--- src/rtl/status_pin_pkg.sv ---
package status_pin_pkg;
  typedef enum logic [1:0] {
    LED_OFF  = 2'd0,
    LED_SLOW = 2'd1,
    LED_FAST = 2'd2,
    LED_ON   = 2'd3
  } led_src_e;
endpackage

--- src/rtl/sp_rst_sync.sv ---
module sp_rst_sync (
  input  logic clk,
  input  logic rst_n,
  output logic rst_n_sync
);
  logic [1:0] sync_q;

  always_ff @(posedge clk or negedge rst_n) begin
    if (!rst_n) sync_q <= 2'b00;
    else        sync_q <= {sync_q[0], 1'b1};
  end

  assign rst_n_sync = sync_q[1];
endmodule

--- src/rtl/sp_mode_capture.sv ---
module sp_mode_capture #(
  parameter int MODE_W       = 4,
  parameter int STABLE_TICKS = 8
) (
  input  logic              clk,
  input  logic              rst_n,
  input  logic              tick,
  input  logic [MODE_W-1:0] level,
  output logic              done,
  output logic [MODE_W-1:0] mode
);
  localparam int CNT_W = $clog2(STABLE_TICKS + 1);
  localparam logic [CNT_W-1:0] LAST = CNT_W'(STABLE_TICKS - 1);

  logic [MODE_W-1:0] samp_q, samp_d, mode_q, mode_d;
  logic [CNT_W-1:0]  cnt_q, cnt_d;
  logic              done_q, done_d;

  always_comb begin
    samp_d = samp_q;
    cnt_d  = cnt_q;
    done_d = done_q;
    mode_d = mode_q;
    if (tick && !done_q) begin
      if ((cnt_q != '0) && (level == samp_q)) begin
        if (cnt_q == LAST) begin
          done_d = 1'b1;
          mode_d = level;
        end else begin
          cnt_d = cnt_q + 1'b1;
        end
      end else begin
        samp_d = level;
        cnt_d  = CNT_W'(1);
      end
    end
  end

  always_ff @(posedge clk or negedge rst_n) begin
    if (!rst_n) begin
      samp_q <= '0;
      cnt_q  <= '0;
      done_q <= 1'b0;
      mode_q <= '0;
    end else begin
      samp_q <= samp_d;
      cnt_q  <= cnt_d;
      done_q <= done_d;
      mode_q <= mode_d;
    end
  end

  assign done = done_q;
  assign mode = mode_q;
endmodule

--- src/rtl/sp_burst_timer.sv ---
module sp_burst_timer #(
  parameter int BURST_MS = 2000
) (
  input  logic clk,
  input  logic rst_n,
  input  logic tick,
  input  logic start,
  output logic active
);
  localparam int CNT_W = $clog2(BURST_MS + 1);

  logic [CNT_W-1:0] cnt_q, cnt_d;

  always_comb begin
    cnt_d = cnt_q;
    if (start)                      cnt_d = CNT_W'(BURST_MS);
    else if (tick && cnt_q != '0)   cnt_d = cnt_q - 1'b1;
  end

  always_ff @(posedge clk or negedge rst_n) begin
    if (!rst_n) cnt_q <= '0;
    else        cnt_q <= cnt_d;
  end

  assign active = (cnt_q != '0);
endmodule

--- src/rtl/sp_blinker.sv ---
module sp_blinker #(
  parameter int HALF_MS = 333
) (
  input  logic clk,
  input  logic rst_n,
  input  logic en,
  input  logic tick,
  output logic led
);
  localparam int CNT_W = (HALF_MS > 1) ? $clog2(HALF_MS) : 1;
  localparam logic [CNT_W-1:0] LAST = CNT_W'(HALF_MS - 1);

  logic [CNT_W-1:0] cnt_q, cnt_d;
  logic             led_q, led_d;

  always_comb begin
    cnt_d = cnt_q;
    led_d = led_q;
    if (!en) begin
      cnt_d = '0;
      led_d = 1'b1;
    end else if (tick) begin
      if (cnt_q == LAST) begin
        cnt_d = '0;
        led_d = ~led_q;
      end else begin
        cnt_d = cnt_q + 1'b1;
      end
    end
  end

  always_ff @(posedge clk or negedge rst_n) begin
    if (!rst_n) begin
      cnt_q <= '0;
      led_q <= 1'b1;
    end else begin
      cnt_q <= cnt_d;
      led_q <= led_d;
    end
  end

  assign led = led_q;
endmodule

--- src/rtl/status_pin_ctrl.sv ---
module status_pin_ctrl #(
  parameter int MODE_W       = 4,
  parameter int STABLE_TICKS = 8,
  parameter int SLOW_HALF_MS = 333,
  parameter int FAST_HALF_MS = 50,
  parameter int BURST_MS     = 2000
) (
  input  logic              clk,
  input  logic              rst_n,
  input  logic              ms_tick,
  input  logic [MODE_W-1:0] pin_level,
  input  logic              searching,
  input  logic              powered,
  input  logic              deny_strobe,
  output logic              pin_oe,
  output logic              pin_drive,
  output logic [MODE_W-1:0] mode_code,
  output logic              mode_valid
);
  import status_pin_pkg::*;

  logic     rst_n_i;
  logic     cap_done;
  logic     burst_act;
  logic     slow_en, slow_led, fast_led;
  led_src_e src;
  logic     drive_q, drive_d;

  sp_rst_sync u_rst (
    .clk        (clk),
    .rst_n      (rst_n),
    .rst_n_sync (rst_n_i)
  );

  sp_mode_capture #(
    .MODE_W       (MODE_W),
    .STABLE_TICKS (STABLE_TICKS)
  ) u_cap (
    .clk   (clk),
    .rst_n (rst_n_i),
    .tick  (ms_tick),
    .level (pin_level),
    .done  (cap_done),
    .mode  (mode_code)
  );

  sp_burst_timer #(
    .BURST_MS (BURST_MS)
  ) u_burst (
    .clk    (clk),
    .rst_n  (rst_n_i),
    .tick   (ms_tick),
    .start  (deny_strobe),
    .active (burst_act)
  );

  assign slow_en = searching && !powered && !burst_act;

  sp_blinker #(.HALF_MS(SLOW_HALF_MS)) u_slow (
    .clk   (clk),
    .rst_n (rst_n_i),
    .en    (slow_en),
    .tick  (ms_tick),
    .led   (slow_led)
  );

  sp_blinker #(.HALF_MS(FAST_HALF_MS)) u_fast (
    .clk   (clk),
    .rst_n (rst_n_i),
    .en    (burst_act),
    .tick  (ms_tick),
    .led   (fast_led)
  );

  always_comb begin
    if (burst_act)      src = LED_FAST;
    else if (powered)   src = LED_ON;
    else if (searching) src = LED_SLOW;
    else                src = LED_OFF;
  end

  always_comb begin
    unique case (src)
      LED_FAST: drive_d = fast_led;
      LED_SLOW: drive_d = slow_led;
      LED_ON:   drive_d = 1'b1;
      default:  drive_d = 1'b0;
    endcase
    drive_d = drive_d & cap_done;
  end

  always_ff @(posedge clk or negedge rst_n_i) begin
    if (!rst_n_i) drive_q <= 1'b0;
    else          drive_q <= drive_d;
  end

  assign pin_oe     = cap_done;
  assign mode_valid = cap_done;
  assign pin_drive  = drive_q;
endmodule

--- config.mk ---
export PLATFORM = sky130hd
export DESIGN_NAME = status_pin_ctrl
export DESIGN_NICKNAME = d
export VERILOG_FILES = /design/src/rtl/status_pin_pkg.sv /design/src/rtl/sp_rst_sync.sv /design/src/rtl/sp_mode_capture.sv /design/src/rtl/sp_burst_timer.sv /design/src/rtl/sp_blinker.sv /design/src/rtl/status_pin_ctrl.sv
export SDC_FILE = /design/constraint.sdc
export NUM_CORES = 1
export LEC_CHECK = 0
export BUFFER_PORTS_ARGS = -buffer_cell sky130_fd_sc_hd__buf_2
export CAP_MARGIN = 25
export CORE_MARGIN = 5
export CORE_UTILIZATION = 45
export DETAILED_ROUTE_END_ITERATION = 7
export GPL_ROUTABILITY_DRIVEN = 0
export PLACE_DENSITY_LB_ADDON = 0.3
export SLEW_MARGIN = 20
export SYNTH_ARGS = -nofsm -noshare
export SYNTH_HDL_FRONTEND = slang
export SYNTH_SLANG_ARGS = --single-unit
--- constraint.sdc ---
create_clock -name clk -period 1.6 [get_ports clk]
set_clock_uncertainty 0.05 [all_clocks]
set_input_delay 0.08 -clock clk [delete_from_list [all_inputs] [get_ports clk]]
set_output_delay 0.08 -clock clk [all_outputs]
set_load 0.02 [all_outputs]
==> results.yml <==
clock_tree:
  cts-root-buf: "clkbuf_8"
  cts_buffers: 5
  clk_pin_slew_ns: 0.08
  cts-htree-levels: 2
  clockBufferDepth: 2
  clk-insertion-delay-late_ns: 0.29
  cts.sinks: 44
  cts_tree: "done"
pwr:
  p_sw_frac: 0.272
  p_int_uw: 1850
  p_leak_uw: 0.00128
  power.switching_uw: 690
  pwr-share-comb: 0.195
  seqPwrFrac: 0.529
  clock_power_share: 0.276
  power.density_nw_per_um2: 873
  irDropWorstVdd_mv: 0.405
  totalPowerFinal_uw: 2540
timing:
  fmax_mhz: 507
  setup_viol: 30
  drv_slew: 0
  finalHoldViolations: 0
  fin_tns_setup_ns: -6.50
  min_period_over_period: 1.23
  rsz0062_at_grt: "true"
  period_needed_ns: 1.97
  postLayoutSetupSlackWorst_ns: -0.371
synthesis:
  yosys.area.top_type: "dfrtp_1"
  syn_area_sq_um: 2230
  yosysSeqAreaShare: 0.495
  yosysMostFrequentCell: "dfrtp_1"
  syn_area_per_cell_sq_um: 10.0
  syn-num-nets: 239
  ys_async_sr_fraction: 1.00
  ys_ff_latch: 44
  synth_edf_count: 0
  synthTopCellsByArea: "dfrtp_1 (47%), mux2_2 (4.5%), ha_1 (3.9%), nor2_1 (3.9%), a21oi_1 (3.6%)"
  synthCells: 222
  yosys_warnings: 0
  synth_common_cells: "dfrtp_1 (42), nor2_1 (23), nand2_1 (20)"
  synth.distinct_cells: 38
  synth_top_area_frac: 0.471
  synth_flop_cell: "dfrtp_1"
routing:
  vias_per_cell: 5.20
  wl_met3_microns: 123
  drt-total-wl_microns: 4590
  drc: 0
  wl_met1_microns: 2070
  drtPass1Iterations: 6
  drt_iter0_markers: 82
  vias: 1800
  highest_layer: "met4"
  wl_per_cell_microns: 13.3
  ant_nets: 0
  dr_wl_met2_microns: 2340
critical_path:
  cp_max_fo: 3
  cp_slowest_cell: "or4_4"
  worstSetupPathType: "register to register"
  end_kind: "register"
  max_stage_delay_ns: 0.57
  required_ns: 1.72
  startpoint_type: "register"
  path_cells: "or4_4 -> nor4b_4 -> buf_4 -> nor3_1 -> or3b_1"
  worst_ep_arrival_time_ns: 2.09
final_layout:
  antenna_cells: 0
  synthToLayoutAreaGrowth_pct: 30.2
  nNetsFinal: 295
  layout-drive-gt1-share: 0.348
floorplan:
  initial_core_util: 0.469
  fp.coreArea_sq_um: 4750
  die_x_microns: 80.4
  dieArea_sq_um: 6470
  io_pins: 17
  die_h_microns: 80.4
  rows: 25
global_routing:
  grt_pass1_vias: 1754
  grt.total_usage: 0.159
  overflow: 0
  grt_start_max_net_pins: 25
  antenna_found_initial: 0
  grt_pass1_wl_microns: 8020
outcome:
  violations: "setup timing"
  status: "finished, violations left"
place:
  numPortBuffers: 16
  dp_hpwl_microns: 3340
hold_path:
  hold_path_class: "input pin to register"
job:
  maxCapViolCount: 0
==> layout make-up <==
| type | count | area, sq um |
|---|---|---|
| Clock buffer | 8 | 90.1 |
| Multi-Input combinational cell | 164 | 1190 |
| Tap cell | 67 | 83.8 |
| Sequential cell | 44 | 1100 |
| Inverter | 8 | 30.0 |
| Fill cell | 420 | 1850 |
| Timing Repair Buffer | 55 | 405 |
==> critical path, delay by kind of cell, from the launching register on <==
family                 cells  cell delay (ns)
DFF                        1             0.40
buffers and inverters      1             0.16
and+or+nand+nor            4             1.24
==> metrics by stage <==
step / hold WS (ns) / instance area [sq um] / utilization / std cells / setup slack, ns
detailed placement: -0.182 / 2690 / 0.565 / 331 / -0.327
CTS: 0.00797 / 2860 / 0.602 / 345 / -0.334
finish: 0.0139 / 2910 / 0.611 / 346 / -0.371
floorplan: -0.266 / 2300 / - / 222 / -0.396
global route: 0.00522 / 2910 / 0.611 / 346 / -0.451
global placement: -0.184 / 2690 / 0.565 / 331 / -0.296
==> power groups by stage <==
stage | clock, uW | combinational, uW | sequential [uW]
CTS | 726 | 488 | 1340
detailed placement | 0 | 465 | 1360
floorplan | 0 | 281 | 1360
global route | 784 | 562 | 1360
global placement | 0 | 453 | 1360
finish | 700 | 495 | 1340
==> worst paths after layout <==
check | startpoint | endpoint | slack (ns) | cells after the start
max | u_burst.cnt_q[6] | u_burst.cnt_q[7] | -0.37 | 5
min | pin_level[3] | u_cap.mode[3] | 0.01 | 2
max reg2reg | u_burst.cnt_q[6] | u_burst.cnt_q[7] | -0.37 | 5
min reg2reg | u_rst.sync_q[1] | u_burst.cnt_q[5] | 0.16 | 0
max in group asynchronous | u_rst.sync_q[1] | u_slow.led | 0.78 | 1
min in group asynchronous | rst_n | u_rst.sync_q[1] | 0.04 | 2
==> placed cells by master (no fill, tap or decap), types with 3 or more instances in the layout <==
cell type / count
a21oi_1: 9
a21oi_2: 7
buf_2: 16
buf_4: 32
buf_6: 4
clkbuf_8: 6
dfrtp_1: 41
ha_1: 6
inv_1: 6
mux2_2: 8
nand2_1: 20
nand2b_1: 7
nand3_1: 8
nand3b_1: 4
nor2_1: 19
nor2_2: 3
nor3_1: 9
nor4_1: 3
o21ai_0: 9
or3_1: 3
xnor2_1: 5
xor2_1: 7
==> sequential cells by signal, indices dropped and copies added, names as in the netlist <==
signal,count
u_cap.done,1
u_burst.cnt_q,11
u_slow.led,1
u_cap.samp_q,4
u_rst.sync_q,2
u_cap.mode,4
u_fast.led,1
u_slow.cnt_q,9
u_cap.cnt_q,4
pin_drive,1
u_fast.cnt_q,6
==> logic make-up after synthesis <==
group,Yosys count,share of synthesized area
buffers and inverters,14,0.0269
flip-flops,44,0.495
adder cells (fa/ha/maj),7,0.0393
other,1,0.00168
XOR/XNOR,13,0.0510
AND/OR/NAND/NOR,97,0.241
multiplexers,11,0.0544
AO/OA/AOI/OAI,35,0.0909
==> layer usage <==
metal  up-vias  GRT usage
li1        894          -
met1       881      0.202
met2        19      0.268
met3         6     0.0392
met4         0     0.0473
met5         -          0
==> repair_timing <==
action / in CTS / in global routing
hold endpoints to repair: 2 / 1
setup endpoints to repair: 34 / 37
resized for setup: 8 / 9
hold buffers: 1 / 1
buffers inserted: 5 / 1
gates cloned: 0 / 0
pin swaps: 4 / 6
Note: power is estimated with default switching activity, not from simulation.
